**src/rtl/bitset_pkg.sv**
```systemverilog
// Package: shared constants and types of the atomic bit-set unit.
// Assumes the 32-bit instruction layout and store-type cause numbering.
package bitset_pkg;

    localparam logic [5:0] MAJOR_OPC   = 6'b000001;
    localparam logic [4:0] SUB_OPC     = 5'b00111;
    localparam logic [4:0] CAUSE_MISS  = 5'd3;
    localparam logic [4:0] CAUSE_ADDR  = 5'd5;

    typedef enum logic [2:0] {
        ST_IDLE,
        ST_READ,
        ST_WAIT_RD,
        ST_WRITE,
        ST_WAIT_WR,
        ST_DONE
    } seq_state_t;

endpackage

```
**src/rtl/bitset_decode.sv**
```systemverilog
// Module: bitset_decode
// Recognises the bit-set instruction and forms the effective address.
// Assumes a fixed 32-bit instruction word; purely combinational.
module bitset_decode
    import bitset_pkg::*;
#(
    parameter int ADDR_W = 32
) (
    input  logic [31:0]       instr_i,
    input  logic [ADDR_W-1:0] base_val_i,
    output logic              hit_o,
    output logic [4:0]        base_idx_o,
    output logic [2:0]        bit_idx_o,
    output logic [ADDR_W-1:0] ea_o
);

    localparam int OFF_W = 12;

    logic [OFF_W-1:0]  disp;
    logic [ADDR_W-1:0] disp_sx;

    // Field split and opcode match.
    always_comb begin
        hit_o      = (instr_i[31:26] == MAJOR_OPC) &&
                     (instr_i[20:16] == SUB_OPC) &&
                     instr_i[15];
        base_idx_o = instr_i[25:21];
        bit_idx_o  = instr_i[14:12];
        disp       = instr_i[OFF_W-1:0];
    end

    // Sign extension and address add.
    always_comb begin
        disp_sx = {{(ADDR_W-OFF_W){disp[OFF_W-1]}}, disp};
        ea_o    = base_val_i + disp_sx;
    end

endmodule

```
**src/rtl/bitset_lane.sv**
```systemverilog
// Module: bitset_lane
// Picks the byte lane by endianness, sets the bit and builds the
// write data and one-hot strobe. Assumes byte-wide lanes.
module bitset_lane #(
    parameter int DATA_W = 32,
    parameter int LANES  = DATA_W / 8,
    parameter int LANE_W = $clog2(LANES)
) (
    input  logic [LANE_W-1:0] ea_low_i,
    input  logic              big_endian_i,
    input  logic [2:0]        bit_idx_i,
    input  logic [DATA_W-1:0] rdata_i,
    output logic [LANE_W-1:0] lane_o,
    output logic [DATA_W-1:0] wdata_o,
    output logic [LANES-1:0]  be_o
);

    logic [7:0] old_byte;
    logic [7:0] new_byte;

    // Lane selection and bit insertion.
    always_comb begin
        lane_o   = ea_low_i ^ {LANE_W{big_endian_i}};
        old_byte = rdata_i[int'(lane_o)*8 +: 8];
        new_byte = old_byte | (8'd1 << bit_idx_i);
    end

    // One slice of data and strobe per lane.
    for (genvar g = 0; g < LANES; g++) begin : g_lane
        always_comb begin
            be_o[g]          = (lane_o == LANE_W'(g));
            wdata_o[g*8 +: 8] = be_o[g] ? new_byte : 8'h00;
        end
    end

endmodule

```
**src/rtl/bitset_seq.sv**
```systemverilog
// Module: bitset_seq
// Sequencer: read, wait, write, wait, done. Owns the lock, the
// interrupt-enable masking and fault capture. Assumes responses come
// at least one cycle after the request and only one is outstanding.
module bitset_seq
    import bitset_pkg::*;
(
    input  logic       clk,
    input  logic       rst_n,
    input  logic       start_hit_i,
    input  logic       slot_i,
    input  logic       ie_i,
    input  logic       rvalid_i,
    input  logic       wack_i,
    input  logic       err_i,
    input  logic       err_kind_i,
    output seq_state_t state_o,
    output logic       accept_o,
    output logic       cap_rdata_o,
    output logic       ie_o,
    output logic       lock_o,
    output logic       req_o,
    output logic       we_o,
    output logic       done_o,
    output logic       exc_valid_o,
    output logic [4:0] exc_code_o,
    output logic       illegal_o
);

    seq_state_t state_q, state_d;
    logic       ie_save_q;
    logic       err_seen_q;
    logic [4:0] code_q;
    logic       illegal_q;
    logic       in_wait;

    // Acceptance and wait-state decode.
    always_comb begin
        accept_o    = (state_q == ST_IDLE) && start_hit_i;
        in_wait     = (state_q == ST_WAIT_RD) || (state_q == ST_WAIT_WR);
        cap_rdata_o = (state_q == ST_WAIT_RD) && rvalid_i && !err_i;
    end

    // Next-state selection.
    always_comb begin
        state_d = state_q;
        unique case (state_q)
            ST_IDLE:    if (accept_o) state_d = slot_i ? ST_DONE : ST_READ;
            ST_READ:    state_d = ST_WAIT_RD;
            ST_WAIT_RD: if (err_i) state_d = ST_DONE;
                        else if (rvalid_i) state_d = ST_WRITE;
            ST_WRITE:   state_d = ST_WAIT_WR;
            ST_WAIT_WR: if (err_i || wack_i) state_d = ST_DONE;
            ST_DONE:    state_d = ST_IDLE;
            default:    state_d = ST_IDLE;
        endcase
    end

    // State register.
    always_ff @(posedge clk) begin
        if (!rst_n) state_q <= ST_IDLE;
        else        state_q <= state_d;
    end

    // Saved enable, delay-slot flag and fault capture.
    always_ff @(posedge clk) begin
        if (!rst_n) begin
            ie_save_q  <= 1'b0;
            err_seen_q <= 1'b0;
            code_q     <= '0;
            illegal_q  <= 1'b0;
        end else if (accept_o) begin
            ie_save_q  <= ie_i;
            err_seen_q <= 1'b0;
            code_q     <= '0;
            illegal_q  <= slot_i;
        end else if (in_wait && err_i) begin
            err_seen_q <= 1'b1;
            code_q     <= err_kind_i ? CAUSE_ADDR : CAUSE_MISS;
        end
    end

    // Output decode from state.
    always_comb begin
        state_o     = state_q;
        req_o       = (state_q == ST_READ) || (state_q == ST_WRITE);
        we_o        = (state_q == ST_WRITE);
        lock_o      = (state_q != ST_IDLE) && (state_q != ST_DONE);
        done_o      = (state_q == ST_DONE);
        exc_valid_o = done_o && err_seen_q;
        exc_code_o  = exc_valid_o ? code_q : 5'd0;
        illegal_o   = done_o && illegal_q;
        if (state_q == ST_IDLE)      ie_o = ie_i;
        else if (state_q == ST_DONE) ie_o = ie_save_q;
        else                         ie_o = 1'b0;
    end

    // done lasts a single cycle.
    p_done_single_r7: assert property (@(posedge clk) disable iff (!rst_n)
        done_o |=> !done_o);

    // the lock only drops into the done cycle.
    p_lock_drop_done_r6: assert property (@(posedge clk) disable iff (!rst_n)
        $fell(lock_o) |-> done_o);

    // no write is issued after a read fault.
    p_no_write_after_fault_r8: assert property (@(posedge clk) disable iff (!rst_n)
        (state_q == ST_WRITE) |-> !err_seen_q);

endmodule

```
**src/rtl/bitset_rmw_unit.sv**
```systemverilog
// Module: bitset_rmw_unit (top)
// Atomic byte bit-set: decode, locked read-modify-write of one byte,
// interrupt-enable masking and store-type fault reporting.
// Assumes a word-wide memory port with one outstanding request.
module bitset_rmw_unit
    import bitset_pkg::*;
#(
    parameter int ADDR_W = 32,
    parameter int DATA_W = 32
) (
    input  logic              clk,
    input  logic              rst_n,
    input  logic              start_i,
    input  logic [31:0]       instr_i,
    input  logic [ADDR_W-1:0] base_val_i,
    output logic [4:0]        base_idx_o,
    input  logic              in_delay_slot_i,
    input  logic              big_endian_i,
    input  logic              ie_i,
    output logic              ie_o,
    output logic              mem_req_o,
    output logic              mem_we_o,
    output logic [ADDR_W-1:0] mem_addr_o,
    output logic [DATA_W-1:0] mem_wdata_o,
    output logic [DATA_W/8-1:0] mem_be_o,
    output logic              mem_lock_o,
    input  logic [DATA_W-1:0] mem_rdata_i,
    input  logic              mem_rvalid_i,
    input  logic              mem_wack_i,
    input  logic              mem_err_i,
    input  logic              mem_err_kind_i,
    output logic              done_o,
    output logic              exc_valid_o,
    output logic [4:0]        exc_code_o,
    output logic              illegal_o
);

    localparam int LANES  = DATA_W / 8;
    localparam int LANE_W = $clog2(LANES);

    logic              dec_hit;
    logic [2:0]        dec_bit;
    logic [ADDR_W-1:0] dec_ea;
    seq_state_t        state;
    logic              accept;
    logic              cap_rdata;
    logic [ADDR_W-1:0] op_ea_q;
    logic [2:0]        op_bit_q;
    logic              op_big_q;
    logic [DATA_W-1:0] rdata_q;
    logic [LANE_W-1:0] lane;

    bitset_decode #(.ADDR_W(ADDR_W)) u_decode (
        .instr_i    (instr_i),
        .base_val_i (base_val_i),
        .hit_o      (dec_hit),
        .base_idx_o (base_idx_o),
        .bit_idx_o  (dec_bit),
        .ea_o       (dec_ea)
    );

    bitset_seq u_seq (
        .clk         (clk),
        .rst_n       (rst_n),
        .start_hit_i (start_i && dec_hit),
        .slot_i      (in_delay_slot_i),
        .ie_i        (ie_i),
        .rvalid_i    (mem_rvalid_i),
        .wack_i      (mem_wack_i),
        .err_i       (mem_err_i),
        .err_kind_i  (mem_err_kind_i),
        .state_o     (state),
        .accept_o    (accept),
        .cap_rdata_o (cap_rdata),
        .ie_o        (ie_o),
        .lock_o      (mem_lock_o),
        .req_o       (mem_req_o),
        .we_o        (mem_we_o),
        .done_o      (done_o),
        .exc_valid_o (exc_valid_o),
        .exc_code_o  (exc_code_o),
        .illegal_o   (illegal_o)
    );

    // Operand capture at acceptance.
    always_ff @(posedge clk) begin
        if (!rst_n) begin
            op_ea_q  <= '0;
            op_bit_q <= '0;
            op_big_q <= 1'b0;
        end else if (accept) begin
            op_ea_q  <= dec_ea;
            op_bit_q <= dec_bit;
            op_big_q <= big_endian_i;
        end
    end

    // Read data capture on a clean read response.
    always_ff @(posedge clk) begin
        if (!rst_n)         rdata_q <= '0;
        else if (cap_rdata) rdata_q <= mem_rdata_i;
    end

    bitset_lane #(.DATA_W(DATA_W)) u_lane (
        .ea_low_i     (op_ea_q[LANE_W-1:0]),
        .big_endian_i (op_big_q),
        .bit_idx_i    (op_bit_q),
        .rdata_i      (rdata_q),
        .lane_o       (lane),
        .wdata_o      (mem_wdata_o),
        .be_o         (mem_be_o)
    );

    // Word-aligned request address.
    always_comb mem_addr_o = {op_ea_q[ADDR_W-1:LANE_W], {LANE_W{1'b0}}};

    // enable is masked whenever the bus is locked.
    p_ie_masked_r5: assert property (@(posedge clk) disable iff (!rst_n)
        mem_lock_o |-> !ie_o);

    // every request is made under the lock.
    p_req_locked_r6: assert property (@(posedge clk) disable iff (!rst_n)
        mem_req_o |-> mem_lock_o);

    // a write strobes exactly one lane.
    p_be_onehot_r4: assert property (@(posedge clk) disable iff (!rst_n)
        (mem_req_o && mem_we_o) |-> ($countones(mem_be_o) == 1));

    // the selected bit is set in the written data.
    p_bit_written_r4: assert property (@(posedge clk) disable iff (!rst_n)
        (mem_req_o && mem_we_o) |-> mem_wdata_o[int'(lane)*8 + int'(op_bit_q)]);

    // a refused operation never held the bus.
    p_illegal_no_bus_r10: assert property (@(posedge clk) disable iff (!rst_n)
        illegal_o |-> $past(!mem_lock_o));

    // a request only follows an accepted start.
    p_req_needs_accept_r1: assert property (@(posedge clk) disable iff (!rst_n)
        (mem_req_o && !mem_we_o) |-> $past(accept));

endmodule

```
**config.mk**
```make
export PLATFORM = sky130hd
export DESIGN_NAME = bitset_rmw_unit
export DESIGN_NICKNAME = d
export VERILOG_FILES = /design/src/rtl/bitset_pkg.sv /design/src/rtl/bitset_decode.sv /design/src/rtl/bitset_lane.sv /design/src/rtl/bitset_seq.sv /design/src/rtl/bitset_rmw_unit.sv
export SDC_FILE = /design/constraint.sdc
export NUM_CORES = 1
export LEC_CHECK = 0
export CORE_ASPECT_RATIO = 1.25
export CORE_MARGIN = 2
export CORE_UTILIZATION = 31
export DETAILED_ROUTE_END_ITERATION = 6
export PLACE_DENSITY_LB_ADDON = 0.2
export RECOVER_POWER = 100
export SLEW_MARGIN = 20
export SYNTH_ARGS = -nofsm -noshare
export SYNTH_HDL_FRONTEND = slang
export SYNTH_SLANG_ARGS = --single-unit
```
**constraint.sdc**
```tcl
create_clock -name clk -period 4.3 [get_ports clk]
set_input_delay 0.645 -clock clk [delete_from_list [all_inputs] [get_ports clk]]
set_output_delay 0.645 -clock clk [all_outputs]
set_load 0.01 [all_outputs]
```
==> results of run 1 <==
[final cells by class]
cell class                      count  area, um^2  share of cell area, %
Clock buffer                       10         229                   3.16
Clock inverter                      6        71.3                  0.985
Inverter                           18        67.6                  0.933
Multi-Input combinational cell    554        3230                   44.6
Sequential cell                    76        1520                   21.0
Tap cell                          220         275                   3.80
Timing Repair Buffer              188        1840                   25.4
[where the power goes]
group | internal, W | leakage, nW | switching [W]
registers | 0.000704 | 0.612 | 0.0000000743
clock network | 0.000455 | 0.140 | 0.000331
logic | 0.000187 | 2.08 | 0.000191
[layer usage]
metal	wire length, um	GRT usage, %	up-vias	share of wire (%)
met4	224	5.41	0	1.4
met1	7170	22.4	2414	44
li1	-	-	2761	-
met5	0	0	-	0
met3	1030	3.54	16	6.3
met2	7920	32.0	187	48
[state kept, by name (all words and copies together) (netlist names)]
register         cells
u_seq.state_o        3
op_big_q             1
u_seq.code_q         3
u_seq.ie_save_q      1
rdata_q             32
op_bit_q             3
op_ea_q             32
u_seq.illegal_q      1
[cells by family (layout without fill, tap and decap cells)]
| family | after synthesis | count (layout) | share of synthesized area, % |
|---|---|---|---|
| AND/OR/NAND/NOR | 311 | 311 | 26.5 |
| AO/OA/AOI/OAI | 184 | 184 | 22.9 |
| buffers and inverters | 99 | 222 | 9.98 |
| flip-flops | 76 | 76 | 28.9 |
| adder cells (fa/ha/maj) | 32 | 32 | 7.75 |
| XOR/XNOR | 18 | 18 | 2.99 |
| multiplexers | 5 | 5 | 0.950 |
| other | 1 | 4 | 0.0712 |
[through the flow]
| stage | worst slack (ns) | util, % |
|---|---|---|
| 6_report | 0.474 | 43.3 |
| 5_1_grt | 0.233 | 43.3 |
| 4_1_cts | 0.531 | 43.4 |
| 3_5_place_dp | 0.363 | 41.6 |
| 3_3_place_gp | 0.397 | 41.6 |
| 2_1_floorplan | 1.09 | - |
[how the worst max path moves through the flow]
stage,slack (ns),start,cells after the start,end
floorplan,1.09,instr_i[0],10,op_ea_q[26]$_SDFFE_PN0P_
finish,0.47,op_ea_q[0]$_SDFFE_PN0P_,8,mem_wdata_o[2]
detailed placement,0.36,instr_i[0],11,op_ea_q[26]$_SDFFE_PN0P_
global placement,0.40,instr_i[0],11,op_ea_q[26]$_SDFFE_PN0P_
global route,0.23,op_ea_q[0]$_SDFFE_PN0P_,8,mem_wdata_o[2]
CTS,0.53,op_ea_q[0]$_SDFFE_PN0P_,8,mem_wdata_o[2]
[cell usage in the layout (no fill, tap or decap), types with 16 or more instances in the layout]
master	count
sky130_fd_sc_hd__inv_1	16
sky130_fd_sc_hd__o21ai_0	23
sky130_fd_sc_hd__clkdlybuf4s50_1	99
sky130_fd_sc_hd__a21oi_1	87
sky130_fd_sc_hd__ha_1	31
sky130_fd_sc_hd__dlygate4sd3_1	77
sky130_fd_sc_hd__nor2_1	72
sky130_fd_sc_hd__nand3_1	23
sky130_fd_sc_hd__dfxtp_1	76
sky130_fd_sc_hd__nand2_1	151
[worst reg2reg max path, delay by kind of cell, from the launching register on]
| family | cells | cell delay [ns] |
|---|---|---|
| buffers and inverters | 2 | 1.62 |
| flip-flops | 1 | 0.56 |
| AND/OR/NAND/NOR | 3 | 0.45 |
| AO/OA/AOI/OAI | 2 | 0.31 |
==> impl_summary.log, run 1 <==
[metrics] Synth top area share: 28.9%
[metrics] DRC marker count from the first detailed-route iteration: 390
[metrics] TritonCTS clock tree: done
[metrics] number of enable-type register cells in the synthesized netlist: 0
[metrics] routed vias/inst: 5.02
[metrics] CTS sink cnt: 76
[metrics] Leak: between 2 and 3 nW
[metrics] placer congestion estimate: 0.875
[metrics] via count of the first global-routing pass: about 5k
[metrics] most used cell, CP: sky130_fd_sc_hd__inv_1
[metrics] area growth from synthesis to final layout: 37.4%
[metrics] DRC viols: 0
[metrics] number of post-CTS setup repair buffers: 0
[metrics] commonest register cell after synthesis: sky130_fd_sc_hd__dfxtp_1
[metrics] sum of routed wire length over all layers: 16400 um
[metrics] delay of the slowest critical-path stage: 0.62 ns
[metrics] Period Utilization, post-route: 89.0%
[metrics] leading post-synthesis cells by instance count: sky130_fd_sc_hd__nand2_1, sky130_fd_sc_hd__a21oi_1, sky130_fd_sc_hd__dfxtp_1
[metrics] total of hold buffers inserted after clock tree synthesis: 0
[metrics] count of buffers from port buffering: about 180
[metrics] async set-or-reset flop fraction in the synthesized netlist: 0%
[metrics] instance area after placement: approximately 7000 um^2
[metrics] number of max-slew violations in the final report: 84
[metrics] area of the die: 18100 um^2
[metrics] effective utilization at floorplan: 31.5%
[metrics] number of nets at the end of the flow: between 900 and 1k
[metrics] count of final hold-check violations: 0
[metrics] cell family contributing the most delay on the critical path: compound AO/OA/AOI/OAI gates
[metrics] Post-DRT Antenna Nets: 0
[metrics] path type of the worst setup path: reg -> out
[metrics] number of distinct library cell variants in the gate-level netlist after synthesis: 66
[metrics] end point of the worst hold path: op_ea_q[3]$_SDFFE_PN0P_
[metrics] netlist area before placement: 5270 um^2
[metrics] portion of the post-synthesis area used by sequential elements: 28.9%
[metrics] worst min-delay path category: reg -> reg
[metrics] Reg-to-Reg Start: u_seq.state_o[2]$_SDFFE_PN0P_
[metrics] Root Buffer: sky130_fd_sc_hd__clkbuf_16
[metrics] largest net degree at the start of global routing: 45
[metrics] deepest clock path buffer count: 2
[metrics] Pwr Density: 258 nW/um^2
[metrics] unrepaired setup endpoints after global routing: false
[metrics] post-synthesis register bit count: 76
[metrics] leading cell type by number of instances after synthesis: sky130_fd_sc_hd__nand2_1
[metrics] Total Power Consumption: 0.00187 W
[metrics] post-route design area: around 7200 um^2
[metrics] initial antenna violation count: 0
[metrics] critical path cell sequence: or3_1, and2_1, inv_1, a222oi_1, inv_1, a221oi_1, nor2_1, dlygate4sd3_1
[metrics] clock-pin slew of the registers on the worst-case setup and hold paths: around 0.070 ns
[metrics] largest fanout on the critical path: 9
[metrics] iteration count of the initial detailed-routing pass: 5
[metrics] number of warnings reported in the yosys synthesis log: 0
[metrics] worst-case headroom to the max-slew limit: -37.8%
[metrics] overflow left after global routing: 0
[metrics] CTS H-tree lvls: 3
[metrics] half-perimeter wire length after placement: 12300 um
[metrics] final clock skew: between 0.006 and 0.007 ns
[metrics] data arrival at the endpoint of the critical path: around 3.2 ns
[metrics] required arrival time at the worst endpoint: 3.65 ns
[metrics] die span in x: 121 um
[metrics] max-capacitance violation count: 2
[metrics] reg2reg setup slack: 1.23 ns
[metrics] run status: finished, violations left
[metrics] cells resized by post-CTS repair: 0
[metrics] Skew-Pair Late Insertion Delay: 0.35 ns
[metrics] Antenna diodes: 0
[metrics] cell type with the highest aggregate area in the netlist: sky130_fd_sc_hd__dfxtp_1
[metrics] CP Capture Type: output port
[metrics] achievable clock frequency: 0.261 GHz
[metrics] Max rail drop VDD: 0.138 mV
[metrics] fill cell total of the finished layout: approximately 1.7k
[metrics] Post-Synthesis Cells: 726
[metrics] end of the worst register-to-register path: op_ea_q[28]$_SDFFE_PN0P_
[metrics] global-route wire length before repair: 26200 um
[metrics] count of buffering cells on the critical path with inverters included: 3
[metrics] Top-Level Pins: 191
[metrics] number of CTS-inserted buffers: 9
[metrics] die height: 150 um
[metrics] number of standard cells in the layout, taps in and fillers out: 1072
[metrics] post-DR wirelength/cell: 15.3 um
[metrics] Hold WS: about 0.45 ns
[metrics] Sum Neg Setup Slack: 0 ns
[metrics] crit path time final: 3.83 ns
[metrics] final setup violation count: 0
[metrics] violated checks: capacitance limit, slew limit
[metrics] slowest cell on the critical path: sky130_fd_sc_hd__dlygate4sd3_1
[metrics] hold path start: op_ea_q[3]$_SDFFE_PN0P_
[metrics] via count of the routed design: 5378
[metrics] nature of the critical path startpoint: flip-flop
[metrics] # placed instances: around 1.1k
[metrics] average cell area after synthesis: 7.25 um^2
[metrics] number of instances on the worst hold path: 2
[metrics] placement row count: 53
[metrics] worst reg-to-reg path cell count: 7
[metrics] Worst-Margin Slew: 2.07 ns
[metrics] Placeable Area: 16700 um^2
[metrics] most area-consuming cells after synthesis: sky130_fd_sc_hd__dfxtp_1, sky130_fd_sc_hd__nand2_1, sky130_fd_sc_hd__a21oi_1
[metrics] overall routing resource usage: between 15 and 20%
[metrics] fraction of final layout cells with drive strength greater than 1: 4.23%
Power figures use the tool's default switching activity.
==> run 2, diff against run 1 <==
- CELL_PAD_IN_SITES_DETAIL_PLACEMENT: not set -> 2
- CELL_PAD_IN_SITES_GLOBAL_PLACEMENT: not set -> 2
- CORE_UTILIZATION: 31 -> 22
- clock period: 4.3 -> 3.5 ns (I/O delays scaled with it)
==> impl_summary.log, run 2 (synthesis gave the netlist of run 1 again) <==
[metrics] fill cell total of the finished layout: 2778
[metrics] data arrival at the endpoint of the critical path: 2.87 ns
[metrics] DRC viols: 0
[metrics] iteration count of the initial detailed-routing pass: 4
[metrics] share of total power in combinational logic: 23.6%
[metrics] number of post-CTS setup repair buffers: 0
[metrics] fraction of final layout cells with drive strength greater than 1: 9.83%
[metrics] Placeable Area: between 20000 and 25000 um^2
[metrics] critical path cell sequence: or3_1, and2_2, inv_2, a222oi_1, o311a_1, nor2_1, dlygate4sd3_1
[metrics] crit path time final: 3.39 ns
[metrics] nature of the critical path startpoint: flip-flop
[metrics] CTS H-tree lvls: 3
[metrics] area of the die: 25200 um^2
[metrics] placer congestion estimate: 0.847
[metrics] Clk network pwr share: 40.0%
[metrics] share of total power consumed by net switching: 30.7%
[metrics] Skew-Pair Late Insertion Delay: 0.35 ns
[metrics] path type of the worst setup path: reg -> out
[metrics] max-capacitance violation count: 0
[metrics] post-route design area: 7660 um^2
[metrics] Root Buffer: sky130_fd_sc_hd__clkbuf_16
[metrics] Antenna diodes: 0
[metrics] effective utilization at floorplan: 22.3%
[metrics] commonest cells after routing, fill and taps aside: sky130_fd_sc_hd__nand2_1, sky130_fd_sc_hd__clkdlybuf4s50_1, sky130_fd_sc_hd__a21oi_1, sky130_fd_sc_hd__dfxtp_1, sky130_fd_sc_hd__nor2_1
[metrics] area growth from synthesis to final layout: 45.5%
[metrics] unrepaired setup endpoints after global routing: false
[metrics] half-perimeter wire length after placement: 17200 um
[metrics] final setup violation count: 0
[metrics] achievable clock frequency: 0.295 GHz
[metrics] instance area after placement: 7380 um^2
[metrics] via count of the first global-routing pass: 6408
[metrics] part of the total power dissipated in sequential elements: a little over a third
[metrics] count of final hold-check violations: 0
[metrics] post-DR wirelength/cell: 18.3 um
[metrics] TritonCTS clock tree: done
[metrics] count of buffering cells on the critical path with inverters included: 2
[metrics] Worst-Margin Slew: around 1.4 ns
[metrics] required arrival time at the worst endpoint: 2.97 ns
[metrics] clock-pin slew of the registers on the worst-case setup and hold paths: 0.08 ns
[metrics] initial antenna violation count: 0
[metrics] final clock skew: 0.0116 ns
[metrics] Hold WS: 0.456 ns
[metrics] most common library cell in the layout ignoring fill and taps: sky130_fd_sc_hd__nand2_1
[metrics] run status: finished clean
[metrics] CP Capture Type: output port
[metrics] count of buffers from port buffering: ~180
[metrics] delay of the slowest critical-path stage: 0.60 ns
[metrics] cell family contributing the most delay on the critical path: compound AO/OA/AOI/OAI gates
[metrics] power spent charging and discharging nets: 0.000729 W
[metrics] Leak: 2.98 nW
[metrics] number of max-slew violations in the final report: 0
[metrics] CTS sink cnt: 76
[metrics] number of nets at the end of the flow: roughly 1.0k
[metrics] Period Utilization, post-route: 96.9%
[metrics] via count of the routed design: 5877
[metrics] overflow left after global routing: 0
[metrics] Top-Level Pins: 191
[metrics] internal power of the cells: between 0.0015 and 0.002 W
[metrics] placement row count: 63
[metrics] Pwr Density: around 310 nW/um^2
[metrics] die span in x: between 100 and 150 um
[metrics] Post-DRT Antenna Nets: 0
[metrics] largest registers: op_ea_q (32), rdata_q (32)
[metrics] Total Power Consumption: 0.00237 W
[metrics] largest fanout on the critical path: 9
[metrics] routed vias/inst: 4.95
[metrics] Max rail drop VDD: 0.210 mV
[metrics] deepest clock path buffer count: 2
[metrics] sum of routed wire length over all layers: 21700 um
[metrics] slowest cell on the critical path: sky130_fd_sc_hd__dlygate4sd3_1
[metrics] overall routing resource usage: approximately 17%
[metrics] worst-case headroom to the max-slew limit: under 10%
[metrics] number of CTS-inserted buffers: 9
[metrics] die height: 177 um
[metrics] global-route wire length before repair: ~34000 um
[metrics] DRC marker count from the first detailed-route iteration: 172
[metrics] largest net degree at the start of global routing: 44
[metrics] worst min-delay path category: reg -> reg
[run 2: cell count changes in the layout (fill, tap and decap cells not counted), sizes merged]
cell / change
buf: +40
inv: +3
dlygate4sd3: -15
clkbuf: +2
clkinvlp: -1
bufinv: -1
clkdlybuf4s50: +15
[run 2: area by class of cell]
class                   instances  area (um^2)  share of cell area (%)
well taps                     292          365                    4.77
multi-input cells             554         3240                    42.4
flip-flops and latches         76         1530                    19.9
clock buffers                   9          225                    2.94
clock inverters                 7         62.6                   0.817
inverters                      18         67.6                   0.882
repair buffers                231         2170                    28.3
[run 2: routing by layer]
layer | vias up | global-route usage, % | share of wire, %
met2 | 158 | 33.3 | 54
met1 | 2863 | 19.1 | 40
li1 | 2837 | - | -
met5 | - | 0 | 0
met4 | 0 | 4.29 | 1.3
met3 | 19 | 2.73 | 4.2
[run 2: what timing repair did]
action | in CTS | in global routing
setup endpoints to repair | 16 | 6
pin swaps | 0 | 0
resized for setup | 5 | 3
endpoints found under the hold margin | 0 | 0
hold buffers | 0 | 0
[run 2: worst paths after layout]
kind              slack [ns]                     startpoint                      end  cells past startpoint
hold / removal          0.46        op_ea_q[5]$_SDFFE_PN0P_  op_ea_q[5]$_SDFFE_PN0P_                      2
setup reg to reg        1.02  u_seq.state_o[2]$_SDFFE_PN0P_  op_ea_q[4]$_SDFFE_PN0P_                      6
hold reg to reg         0.46        op_ea_q[5]$_SDFFE_PN0P_  op_ea_q[5]$_SDFFE_PN0P_                      2
setup / recovery        0.11        op_ea_q[0]$_SDFFE_PN0P_          mem_wdata_o[25]                      7
[run 2: per-stage QoR]
step	setup WS (ns)	util (%)	std cells	TNS, ns
3_5_place_dp	-0.385	31.2	1171	-1.98
2_1_floorplan	0.412	-	729	0
5_1_grt	0.0165	32.4	1187	0
6_report	0.108	32.4	1187	0
4_1_cts	0.0398	32.4	1187	0
3_3_place_gp	-0.274	31.2	1171	-1.37
[run 2: power groups by stage]
stage                     Clock (W)  Combinational (W)  Sequential (W)
after floorplan                   0           0.000284        0.000884
after global placement            0           0.000543        0.000884
after detailed placement          0           0.000559        0.000884
after CTS                  0.000995           0.000565        0.000864
after global routing        0.00103           0.000613        0.000864
final                      0.000950           0.000560        0.000864
[run 2: tightest hold or removal path, stage by stage (launching register included)]
cell and delay [ns]:
sky130_fd_sc_hd__dfxtp_1 0.31, sky130_fd_sc_hd__nand2_1 0.05, sky130_fd_sc_hd__a21oi_1 0.05
